--- src/rtl/lrs_pkg.sv ---
package lrs_pkg;

    // Occupancy of one station: nothing, main slot only, main and aux slots
    typedef enum logic [1:0] {
        ST_EMPTY = 2'd0,
        ST_FLOW  = 2'd1,
        ST_FULL  = 2'd2
    } lrs_state_e;

    // Slot write controls produced by the station controller
    typedef struct packed {
        logic load_main;      // main slot takes the incoming word
        logic main_from_aux;  // main slot takes the aux word
        logic load_aux;       // aux slot takes the incoming word
    } lrs_ctl_t;

endpackage

--- src/rtl/lrs_ctrl.sv ---
module lrs_ctrl
    import lrs_pkg::*;
(
    input  logic     clk,
    input  logic     rst_n,
    input  logic     in_valid,
    input  logic     dn_hold,
    output lrs_ctl_t ctl,
    output logic     main_full,
    output logic     up_hold
);

    typedef struct packed {
        lrs_state_e st;
        logic       hold;
    } ctrl_regs_t;

    ctrl_regs_t r_q;
    ctrl_regs_t r_d;
    lrs_ctl_t   ctl_d;

    always_comb begin
        r_d   = r_q;
        ctl_d = '0;
        unique case (r_q.st)
            ST_EMPTY: begin
                if (in_valid) begin
                    ctl_d.load_main = 1'b1;
                    r_d.st          = ST_FLOW;
                end
            end
            ST_FLOW: begin
                if (!dn_hold) begin
                    if (in_valid) begin
                        ctl_d.load_main = 1'b1;
                    end else begin
                        r_d.st = ST_EMPTY;
                    end
                end else if (in_valid) begin
                    // token still in flight because our hold is registered
                    ctl_d.load_aux = 1'b1;
                    r_d.st         = ST_FULL;
                end
            end
            ST_FULL: begin
                // upstream sees hold and keeps its word; input not taken
                if (!dn_hold) begin
                    ctl_d.main_from_aux = 1'b1;
                    r_d.st              = ST_FLOW;
                end
            end
            default: begin
                r_d.st = ST_EMPTY;
            end
        endcase
        r_d.hold = (r_d.st == ST_FULL);
    end

    always_ff @(posedge clk or negedge rst_n) begin
        if (!rst_n) begin
            r_q.st   <= ST_EMPTY;
            r_q.hold <= 1'b0;
        end else begin
            r_q <= r_d;
        end
    end

    assign ctl       = ctl_d;
    assign main_full = (r_q.st != ST_EMPTY);
    assign up_hold   = r_q.hold;

endmodule

--- src/rtl/lrs_store.sv ---
module lrs_store
    import lrs_pkg::*;
#(
    parameter int DATA_W = 16
) (
    input  logic              clk,
    input  logic              rst_n,
    input  lrs_ctl_t          ctl,
    input  logic [DATA_W-1:0] in_data,
    output logic [DATA_W-1:0] main_data
);

    typedef struct packed {
        logic [DATA_W-1:0] main;
        logic [DATA_W-1:0] aux;
    } slots_t;

    slots_t s_q;
    slots_t s_d;

    always_comb begin
        s_d = s_q;
        if (ctl.load_main) begin
            s_d.main = in_data;
        end else if (ctl.main_from_aux) begin
            s_d.main = s_q.aux;
        end
        if (ctl.load_aux) begin
            s_d.aux = in_data;
        end
    end

    always_ff @(posedge clk or negedge rst_n) begin
        if (!rst_n) begin
            s_q <= '0;
        end else begin
            s_q <= s_d;
        end
    end

    assign main_data = s_q.main;

endmodule

--- src/rtl/lrs_station.sv ---
module lrs_station
    import lrs_pkg::*;
#(
    parameter int DATA_W = 16
) (
    input  logic              clk,
    input  logic              rst_n,
    input  logic [DATA_W-1:0] up_data,
    input  logic              up_blank,
    output logic              up_hold,
    output logic [DATA_W-1:0] dn_data,
    output logic              dn_blank,
    input  logic              dn_hold
);

    lrs_ctl_t ctl;
    logic     main_full;

    lrs_ctrl u_ctrl (
        .clk       (clk),
        .rst_n     (rst_n),
        .in_valid  (!up_blank),
        .dn_hold   (dn_hold),
        .ctl       (ctl),
        .main_full (main_full),
        .up_hold   (up_hold)
    );

    lrs_store #(
        .DATA_W (DATA_W)
    ) u_store (
        .clk       (clk),
        .rst_n     (rst_n),
        .ctl       (ctl),
        .in_data   (up_data),
        .main_data (dn_data)
    );

    assign dn_blank = !main_full;

endmodule

--- src/rtl/lrs_chain.sv ---
module lrs_chain #(
    parameter int DATA_W     = 16,
    parameter int NUM_STAGES = 4
) (
    input  logic              clk,
    input  logic              rst_n,
    input  logic [DATA_W-1:0] up_data,
    input  logic              up_blank,
    output logic              up_hold,
    output logic [DATA_W-1:0] dn_data,
    output logic              dn_blank,
    input  logic              dn_hold
);

    localparam int LINKS = NUM_STAGES + 1;

    logic [DATA_W-1:0] link_data  [LINKS];
    logic              link_blank [LINKS];
    logic              link_hold  [LINKS];

    assign link_data[0]          = up_data;
    assign link_blank[0]         = up_blank;
    assign link_hold[NUM_STAGES] = dn_hold;

    for (genvar g = 0; g < NUM_STAGES; g++) begin : g_stage
        lrs_station #(
            .DATA_W (DATA_W)
        ) u_station (
            .clk      (clk),
            .rst_n    (rst_n),
            .up_data  (link_data[g]),
            .up_blank (link_blank[g]),
            .up_hold  (link_hold[g]),
            .dn_data  (link_data[g+1]),
            .dn_blank (link_blank[g+1]),
            .dn_hold  (link_hold[g+1])
        );
    end

    assign up_hold  = link_hold[0];
    assign dn_data  = link_data[NUM_STAGES];
    assign dn_blank = link_blank[NUM_STAGES];

endmodule

--- config.mk ---
export PLATFORM = sky130hd
export DESIGN_NAME = lrs_chain
export DESIGN_NICKNAME = d
export VERILOG_FILES = /design/src/rtl/lrs_pkg.sv /design/src/rtl/lrs_ctrl.sv /design/src/rtl/lrs_store.sv /design/src/rtl/lrs_station.sv /design/src/rtl/lrs_chain.sv
export SDC_FILE = /design/constraint.sdc
export NUM_CORES = 1
export LEC_CHECK = 0
export ABC_AREA = 1
export BUFFER_PORTS_ARGS = -buffer_cell sky130_fd_sc_hd__buf_2
export CAP_MARGIN = 40
export CORE_MARGIN = 4
export CORE_UTILIZATION = 25
export CTS_CLUSTER_SIZE = 12
export DETAILED_ROUTE_END_ITERATION = 8
export GPL_ROUTABILITY_DRIVEN = 1
export PLACE_DENSITY_LB_ADDON = 0.25
export SLEW_MARGIN = 15
export SYNTH_ARGS = -nofsm -noshare
export SYNTH_HDL_FRONTEND = slang
export SYNTH_HIERARCHICAL = 1
export SYNTH_SLANG_ARGS = --single-unit
--- constraint.sdc ---
create_clock -name clk -period 2.1 [get_ports clk]
set_input_delay 0.21 -clock clk [delete_from_list [all_inputs] [get_ports clk]]
set_output_delay 0.21 -clock clk [all_outputs]
set_load 0.005 [all_outputs]
Word level (Yosys, flattened, before mapping). Cells that the tools add are included.

Latch bits: 0. Register bits after elaboration: 140. Output and inout port bits: 18. Memories kept: 0. Logic and storage cells: 101. Bits in writable memories: 0. ROM bits: 0. Input port bits: 20.

Reduce and logical (&&, ||, !) cells: 13. $lt $le $gt $ge: 0. Mux-type cells: 60. Equal/unequal tests: 12. Div/mod/pow operators: 0. $add $sub $neg: 0. Bitwise logic cells: 0. Multipliers: 0. Shift operators: 0.

Operator list (number): 2-to-1 mux 16 bit (8); 2-to-1 mux 2 bit (20); 2-to-1 mux 1 bit (24); one-hot mux 2 bit (3 select lines) (4); equality test 2 bit (second input constant) (8); nonzero test 2 bit (8); equality test 2 x 1 -> 1 bit (second input constant) (4); zero test 2 bit (4); one-hot mux 1 bit (2 select lines) (4); zero test 1 bit (1).

Longest topological paths before layout. Gate-level depths: netlist of run 1.

Depth in word-level cells: 5. Gate-level depth with buffers: 13. Depth with buffers taken out: 11.

Modules after synthesis. Netlist of run 1, hierarchy kept.

Modules (own cells, without submodules): lrs_store (area each 1569.0 µm², seq. area each 800.8 µm², cells each 203, times used 4); lrs_ctrl (g_stage[0].u_station.u_ctrl ...) (area each 153.9 µm², seq. area each 75.1 µm², cells each 20, times used 3); lrs_ctrl (g_stage[3].u_station.u_ctrl) (area each 151.4 µm², seq. area each 75.1 µm², cells each 21, times used 1); lrs_station (area each 7.5 µm², seq. area each 0.0 µm², cells each 2, times used 4).

Least setup slack after synthesis of run 1. Ideal clock, no wire load.

Path kind: register to register. From: reg g_stage[0].u_station/u_ctrl/r_q[2] (netlist name). To: reg g_stage[1].u_station.u_store.s_q, in the netlist g_stage[1].u_station/u_store/main_data[10]. Period minus slack after synthesis: 1.492 ns. Buffers on the path: 2. Arrival: 1.376 ns. Path slack: 0.608 ns. Cell stages (with the launch flop): 12. Data required time: 1.984 ns. Setup time: 0.116 ns. Path through: dfrtp_1 > nor2_2 > inv_2 > inv_1 > inv_1 > and3_1 > buf_6 > nor2_8 > inv_2 > buf_6 > nand2_1 > nand2_1.

RTL lines: start, declared (line lrs_ctrl.sv:18) `ctrl_regs_t r_q;`; start signal, assigned (line lrs_ctrl.sv:64) `r_q <= r_d;`; end signal, assigned (line lrs_store.sv:35) `s_q <= '0;`; end signal, assigned (line lrs_store.sv:37) `s_q <= s_d;`; end, declared (line lrs_store.sv:18) `slots_t s_q;`.

==> impl_metrics.ini, run 1 <==
[route]
wl_met3_um = 433
wl_mm = 12.78
route.detailed.drc = 0
dr_wl_met2_mm = 5.103
wl_per_cell_um = 10.02
routed_via_density = 3.739
first_pass_iters = 4
via_count = 4771
maxUsedRoutingLayer = met4
drt_iter0_markers = 359
ant_nets = 0
drt-met1-wl_mm = 7.093

[critical_path]
cp-end-kind = flip-flop
cp.required_ns = 2.40
path_max_fanout = 17
critPathSlowestCell = dfrtp_1
crit_type = reg -> reg
cp.arrival_ns = 1.97
crit_chain = nor2_2, inv_2, inv_1, inv_1, and3_1, nor2_8, inv_2, nand2_1, nand2_1
cp-start-kind = flip-flop
slowest_delay_ns = 0.44

[timing]
setup_tns_ns = 0
finalClockSkew_ns = 0.01022
max_freq_mhz = 599.2
tightest_slew_ns = 0.6117
period_share_pct = 79.47
maxSlewViolCount = 0
relSlewSlack_pct = 58.91
setup_viol = 0
hold_violations = 0
min_period_ns = 1.669
holdWs_ns = 0.1161
grt_setup_unrepaired = no

[logic_synthesis]
synth.net_count = 921
synth-async-reset-ratio_pct = 100.0
syn-cell-area_um2 = 6919
ys_warn_count = 6
ys_ff_latch = 140
yosysSeqAreaShare_pct = 50.63
syn_area_per_cell_um2 = 7.679
synth_cell_types = 18
postSynthCellCount = 901
synthFlopType = dfrtp_1
synth-edff-count = 0

[power]
p_per_area_nw_per_um2 = 1317
leakage_nw = 4.134
p_total_mw = 10.33
worst_ir_drop_vdd_uv = 555.4

[clocking]
numCtsBuffers = 17
cts_hold_buf = 17
cts_buffer_depth = 2
cts_resized = 0
clock-sinks = 140
h-tree-depth = 4
clockRootBuffer = clkbuf_16
post-cts-setup-buffers = 0
insertion_delay_ns = 0.42
path_clk_slew_ns = 0.06
cts_tree = yes

[grt]
overflow = 0
grtUsageTotal_pct = 9.174
grt_pass1_vias = 4678
grt_pass1_wl_mm = 23.28
antenna_found_initial = 0
grt_max_degree = 62

[final_layout]
seq_area_um2 = 3503
multi_input_area_um2 = 2357
layout-drive-gt1-share_pct = 12.17
syn2layout_area_growth_pct = 13.38
final_common_cell = nand2_1
diodes = 0
final_nets = 911
final_cell_mix = 464 x nand2_1, 140 x dfrtp_1, 79 x inv_1
utilization_pct = 28.95
nFillCells = 2943

[outcome]
outcome = complete, no violations

[placed_design]
dp_hpwl_mm = 8.262
port_buffers = 37
gp_congestion = 0.6987

[die]
rows = 60
dieArea_um2 = 30400
die_y_um = 174.4
ios = 38
initial_core_util_pct = 25.53
fp.coreArea_um2 = 27100
die_w_um = 174.4

[flow_run]
max_cap_violations = 0

[worst_hold_path]
hold_class = in -> reg
[where the power goes]
| part | internal [mW] | switching, mW | leakage [nW] | total (mW) |
|---|---|---|---|---|
| clock network | 2.27 | 1.20 | 0.324 | 3.47 |
| registers | 3.65 | 0.596 | 1.81 | 4.25 |
| logic | 0.928 | 1.68 | 2.00 | 2.61 |
| total | 6.85 | 3.48 | 4.13 | 10.3 |
[layer usage]
metal | track usage [%] | up-vias
li1 | - | 2623
met1 | 13.39 | 2080
met2 | 12.99 | 58
met3 | 2.566 | 10
met4 | 3.068 | 0
met5 | 0 | -
[path summary, 6_finish.rpt]
path,from,endpoint,slack [ns],depth (start not counted)
min in group asynchronous,rst_n,g_stage[3].u_station/u_store/main_data[0],0.35,2
min,dn_hold,g_stage[3].u_station/u_ctrl/up_hold,0.12,3
max in group asynchronous,rst_n,g_stage[0].u_station/u_store/s_q[11],1.03,3
max reg2reg,g_stage[0].u_station/u_ctrl/r_q[2],g_stage[1].u_station/u_store/main_data[12],0.43,9
max,g_stage[0].u_station/u_ctrl/r_q[2],g_stage[1].u_station/u_store/main_data[12],0.43,9
min reg2reg,g_stage[3].u_station/u_store/main_data[5],g_stage[3].u_station/u_store/main_data[5],0.47,2
[cell families after synthesis]
kind of cell	after synthesis	share of synthesized area, %
flops	140	50.63
compound gates	69	4.991
buf+inv	190	15.52
simple gates	502	28.86
[cell type report]
class | instances | area share [%]
Clock buffer | 19 | 5.646
Clock inverter | 13 | 3.046
Inverter | 94 | 4.498
Multi-Input combinational cell | 571 | 30.05
Sequential cell | 140 | 44.66
Tap cell | 372 | 5.933
Timing Repair Buffer | 67 | 6.172
[synthesized netlist by cell type, types with 4 or more instances]
cell	n	area, µm²
nand2_1	464	1742
dfrtp_1	140	3503
inv_1	79	296.5
buf_4	68	510.5
o21ai_0	64	320.3
inv_2	15	56.30
nor2_1	15	56.30
buf_2	12	60.06
buf_6	12	135.1
nor3_1	6	30.03
o21ai_1	5	25.02
clkbuf_1	4	15.01
nor2_8	4	80.08
[registers in the layout, summed over array words and instances, names as in the netlist]
register,count
g_stage.u_station/u_store/main_data,64
g_stage.u_station/u_ctrl/up_hold,4
g_stage.u_station/u_ctrl/r_q,8
g_stage.u_station/u_store/s_q,64
[per-stage QoR]
step,instance area (µm²),setup slack (ns),cells
5_1_grt,7845,0.2479,1276
4_1_cts,7845,0.4059,1276
3_3_place_gp,6993,0.4459,1227
6_report,7845,0.4311,1276
2_1_floorplan,6919,0.6078,901
3_5_place_dp,6993,0.4218,1227
[worst max-delay path: cells and delay by family (launching register included)]
family,cells,cell delay [ns]
AND/OR/NAND/NOR,5,0.82
flip-flops,1,0.44
buffers and inverters,4,0.31
Note: power is estimated with default switching activity, not from simulation.
==> run 2: changes to the inputs <==
--- a/config.mk
+++ b/config.mk
@@ -5,7 +5,7 @@
 export SDC_FILE = /design/constraint.sdc
 export NUM_CORES = 1
 export LEC_CHECK = 0
-export ABC_AREA = 1
+export ABC_AREA = 0
 export BUFFER_PORTS_ARGS = -buffer_cell sky130_fd_sc_hd__buf_2
 export CAP_MARGIN = 40
 export CORE_MARGIN = 4
==> constraint.sdc (replaced) <==
create_clock -name clk -period 1.67 [get_ports clk]
set_input_delay 0.167 -clock clk [delete_from_list [all_inputs] [get_ports clk]]
set_output_delay 0.167 -clock clk [all_outputs]
set_load 0.005 [all_outputs]
==> impl_metrics.ini, run 2 <==
[logic_synthesis]
yosys-top-cells-count = 140 x dfrtp_1, 67 x nand2_1, 64 x buf_4, 64 x mux2i_1
synthFlopType = dfrtp_1
synth.net_count = 567
synth.top_cells.by_area = dfrtp_1 52%, mux2i_1 9.4%, mux2_4 8.8%
synth_cell_types = 25
ys_ff_latch = 140
syn_area_per_cell_um2 = 12.41
synth-edff-count = 0
synth-async-reset-ratio_pct = 100.0
synth_top_cell_by_area = dfrtp_1
syn-cell-area_um2 = 6789
postSynthCellCount = 547
ys_warn_count = 6
yosysSeqAreaShare_pct = 51.60
synth_most_common_cell = dfrtp_1
synth_top_area_share_pct = 51.60

[final_layout]
syn2layout_area_growth_pct = 14.95
final_cell_mix = 140 x dfrtp_1, 67 x nand2_1, 64 x mux2i_1
diodes = 0
layout-drive-gt1-share_pct = 31.57
final_common_cell = dfrtp_1
stdcell_area_um2 = 7804
final_nets = 574
utilization_pct = 29.12
finalNonFillerCells = 908

[flow_run]
max_cap_violations = 0

[critical_path]
cp.required_ns = 1.97
crit_type = reg -> reg
worst-path-buf-inv = 3
worstReg2RegStart = g_stage[2].u_station/u_ctrl/r_q[1]
critPathMostFrequentCell = inv_1
timing.rr.end = g_stage[3].u_station/u_store/s_q[7]
cp-end-kind = flip-flop
slowest_delay_ns = 0.37
reg2reg_depth = 7
reg2reg_setup_slack_ns = 0.11
critPathSlowestCell = dfrtp_1
cp-start-kind = flip-flop
cp.arrival_ns = 1.85
path_max_fanout = 16
crit_chain = or2_2, inv_1, inv_1, nand2b_1, nor2b_2, buf_12, mux2_4
cpLargestDelayFamily = simple AND/OR/NAND/NOR gates

[die]
fp.coreArea_um2 = 26800
ios = 38
dieArea_um2 = 29860
die_w_um = 172.8
rows = 60
initial_core_util_pct = 25.33
die_y_um = 172.8

[power]
p_sw_share_pct = 26.77
p_sw_mw = 3.149
leakage_nw = 3.365
internal_power_mw = 8.611
p_per_area_nw_per_um2 = 1507
combinationalPowerShare_pct = 21.5
p_total_mw = 11.76
sequentialPowerShare_pct = 43.5
p_clk_share_pct = 35.1
worst_ir_drop_vdd_uv = 686.1

[grt]
grt_pass1_vias = 3874
antenna_found_initial = 0
grtUsageTotal_pct = 8.690
grt_pass1_wl_mm = 21.04
overflow = 0
grt_max_degree = 42

[clocking]
clockRootBuffer = clkbuf_16
h-tree-depth = 4
post-cts-setup-buffers = 0
cts_tree = yes
cts_buffer_depth = 2
path_clk_slew_ns = 0.06
cts_resized = 0
numCtsBuffers = 17
insertion_delay_ns = 0.41
clock-sinks = 140

[placed_design]
dp.cells = 860
dpl_cell_area_um2 = 6993
dp_hpwl_mm = 8.560
gp_congestion = 0.6518
port_buffers = 37
place_ws_ns = 0.03541

[outcome]
outcome = complete, no violations

[route]
via_count = 3623
first_pass_iters = 4
routed_via_density = 3.990
route.detailed.drc = 0
ant_nets = 0
wl_per_cell_um = 13.42
drt_iter0_markers = 161
wl_mm = 12.18

[timing]
hold_violations = 0
min_period_ns = 1.559
setup_tns_ns = 0
finalClockSkew_ns = 0.007126
maxSlewViolCount = 0
tightest_slew_ns = 0.4297
holdWs_ns = 0.05161
max_freq_mhz = 641.3
setup_slack_ns = 0.1106
grt_setup_unrepaired = no
relSlewSlack_pct = 71.35
period_share_pct = 93.37
setup_viol = 0

[worst_hold_path]
whs_path_depth = 2
min_from = dn_hold
hold_class = in -> reg
min_to = g_stage[3].u_station/u_ctrl/r_q[2]
## run 2: routing by layer
metal  GRT usage [%]  part of all wire, %  vias up
met2           12.78                   43       44
met5               0                    0        -
met1           12.32                   53     1749
met3           2.252                  2.7       13
met4           3.292                  1.5        0
li1                -                    -     1817
## run 2: logic make-up (layout without fill, tap and decap cells)
family                 Yosys count  count (layout)  share of synthesized area, %
AO/OA/AOI/OAI                   76              76                         6.395
buffers and inverters          100             120                         11.94
flip-flops                     140             140                         51.60
multiplexers                   128             128                         22.26
AND/OR/NAND/NOR                103             103                         7.796
## run 2: worst max-delay path by stage
stage,slack [ns],from,endpoint,cells after the start
after floorplan,0.07,g_stage[2].u_station/u_ctrl/r_q[1],g_stage[3].u_station/u_store/s_q[10],8
after global placement,-0.14,g_stage[2].u_station/u_ctrl/r_q[1],g_stage[3].u_station/u_store/main_data[14],6
after detailed placement,0.04,g_stage[2].u_station/u_ctrl/r_q[1],g_stage[3].u_station/u_store/s_q[7],8
after CTS,0.02,g_stage[2].u_station/u_ctrl/r_q[1],g_stage[3].u_station/u_store/s_q[7],8
after global routing,0.003,g_stage[2].u_station/u_ctrl/r_q[1],g_stage[2].u_station/u_store/main_data[2],6
final,0.11,g_stage[2].u_station/u_ctrl/r_q[1],g_stage[3].u_station/u_store/s_q[7],7
## run 2: power by group through the flow
| stage | clock network, mW | logic [mW] | registers [mW] |
|---|---|---|---|
| after floorplan | 0 | 2.48 | 4.87 |
| after global placement | 0 | 2.43 | 5.14 |
| after detailed placement | 0 | 2.57 | 5.18 |
| after CTS | 4.27 | 2.61 | 5.13 |
| after global routing | 4.39 | 2.82 | 5.26 |
| final | 4.13 | 2.52 | 5.11 |
## run 2: final cells by class
type / instances / area, µm²
fillers: 2692 / 19000
clock inverters: 13 / 195.2
clock buffers: 19 / 452.9
well taps: 341 / 426.7
multi-input cells: 307 / 2485
inverters: 8 / 30.03
flip-flops and latches: 140 / 3503
repair buffers: 80 / 710.7
## run 2: repair_timing
action                                  CTS  global route
endpoints found under the setup margin    0            15
hold buffers                             17             0
hold endpoints to repair                 63             0
==> run 3: changes to the inputs <==
==> constraint.sdc (replaced) <==
create_clock -name clk -period 1.8 [get_ports clk]
set_input_delay 0.18 -clock clk [delete_from_list [all_inputs] [get_ports clk]]
set_output_delay 0.18 -clock clk [all_outputs]
set_load 0.005 [all_outputs]
==> impl_metrics.ini, run 3 (synthesis results as in run 2) <==
[outcome]
outcome = complete, no violations

[critical_path]
path_max_fanout = 16
cp.arrival_ns = 1.95
crit_chain = or2_2, inv_1, inv_1, nand2b_4, nor2_1, buf_12, mux2_2
critPathSlowestCell = dfrtp_1
crit_type = reg -> reg
cp-start-kind = flip-flop
timing.rr.end = g_stage[1].u_station/u_store/s_q[4]
critPathMostFrequentCell = inv_1
reg2reg_setup_slack_ns = 0.15
worst-path-buf-inv = 3
cp.required_ns = 2.10
reg2reg_depth = 7
worstReg2RegStart = g_stage[0].u_station/u_ctrl/r_q[2]
cp-end-kind = flip-flop
cpLargestDelayFamily = flip-flops
slowest_delay_ns = 0.44

[route]
route.detailed.drc = 0
ant_nets = 0
wl_per_cell_um = 13.54
via_count = 3680
drt_iter0_markers = 165
first_pass_iters = 4
routed_via_density = 4.084
wl_mm = 12.20

[grt]
grtUsageTotal_pct = 8.599
grt_pass1_wl_mm = 20.91
overflow = 0
grt_pass1_vias = 3826
grt_max_degree = 51
antenna_found_initial = 0

[placed_design]
dp_hpwl_mm = 8.313
dp.cells = 854
port_buffers = 37
gp_congestion = 0.6751
place_ws_ns = 0.1371
dpl_cell_area_um2 = 6893

[timing]
setup_slack_ns = 0.1467
setup_viol = 0
grt_setup_unrepaired = no
period_share_pct = 91.85
maxSlewViolCount = 0
holdWs_ns = 0.01769
finalClockSkew_ns = 0.008228
relSlewSlack_pct = 67.48
tightest_slew_ns = 0.4879
max_freq_mhz = 604.8
hold_violations = 0
min_period_ns = 1.653

[die]
initial_core_util_pct = 25.33
ios = 38
die_y_um = 172.8
rows = 60
dieArea_um2 = 29860
die_w_um = 172.8
fp.coreArea_um2 = 26800

[clocking]
h-tree-depth = 4
cts_tree = yes
clock-sinks = 140
insertion_delay_ns = 0.41
post-cts-setup-buffers = 0
path_clk_slew_ns = 0.06
cts_buffer_depth = 2
cts_resized = 0
clockRootBuffer = clkbuf_16
numCtsBuffers = 17

[final_layout]
finalNonFillerCells = 901
layout-drive-gt1-share_pct = 30.89
syn2layout_area_growth_pct = 13.80
final_cell_mix = 140 x dfrtp_1, 67 x nand2_1, 64 x mux2i_1
diodes = 0
stdcell_area_um2 = 7726
final_common_cell = dfrtp_1
final_nets = 567

[worst_hold_path]
whs_path_depth = 3
min_from = up_data[12]
hold_class = in -> reg
min_to = g_stage[0].u_station/u_store/main_data[12]

[power]
worst_ir_drop_vdd_uv = 533.9
p_per_area_nw_per_um2 = 1434
leakage_nw = 3.323

[flow_run]
max_cap_violations = 0
## run 3: cell types whose count changed in the layout (fill, tap and decap cells not counted)
cell	before	now
buf_12	12	7
buf_8	0	1
clkbuf_8	2	3
clkinv_2	6	2
clkbuf_1	0	1
dlygate4sd3_1	17	15
buf_4	13	12
bufinv_16	5	6
clkinvlp_4	2	3
## run 3: final cells by class
cell class,count,area [µm²]
fillers,2729,19070
flip-flops and latches,140,3503
multi-input cells,307,2485
repair buffers,73,598.1
clock buffers,21,470.5
well taps,341,426.7
clock inverters,11,212.7
inverters,8,30.03
## run 3: tightest hold or removal path: stages
cell     delay [ns]
buf_2          0.10
nand2_1        0.05
o21ai_1        0.06
## run 3: how the worst max path moves through the flow
stage,start,depth (start not counted),slack (ns),to
after global routing,g_stage[2].u_station/u_ctrl/r_q[1],7,0.03,g_stage[3].u_station/u_store/s_q[3]
final,g_stage[0].u_station/u_ctrl/r_q[2],7,0.15,g_stage[1].u_station/u_store/s_q[4]
after floorplan,g_stage[2].u_station/u_ctrl/r_q[1],8,0.20,g_stage[3].u_station/u_store/s_q[10]
after detailed placement,g_stage[0].u_station/u_ctrl/r_q[2],7,0.14,g_stage[1].u_station/u_store/s_q[15]
after global placement,g_stage[2].u_station/u_ctrl/r_q[1],6,-0.15,g_stage[3].u_station/u_store/s_q[3]
after CTS,g_stage[0].u_station/u_ctrl/r_q[2],7,0.12,g_stage[1].u_station/u_store/s_q[15]
## run 3: through the flow
stage / power, mW / util [%] / TNS (ns)
final: 11.08 / 28.83 / 0
after global routing: 11.74 / 28.83 / 0
after CTS: 11.25 / 28.83 / 0
after detailed placement: 7.135 / 25.72 / 0
after global placement: 6.975 / 25.62 / -2.218
after floorplan: 6.821 / - / 0
## run 3: what timing repair did
item                       CTS  global route
hold endpoints to repair    68             0
hold buffers                15             0
setup endpoints to repair    0             0
## run 3: report_power, final
group	internal (mW)	switching (mW)	total, mW	leakage (nW)
registers	4.10	0.657	4.75	1.80
clock network	2.71	1.32	4.03	0.325
logic	1.35	0.947	2.30	1.20
## run 3: per-layer routing
metal | wire (µm) | global-route usage [%] | vias up
met5 | 0 | 0 | -
met4 | 125 | 2.394 | 0
met3 | 366 | 2.689 | 8
met2 | 5270 | 12.78 | 41
met1 | 6436 | 12.15 | 1821
li1 | - | - | 1810
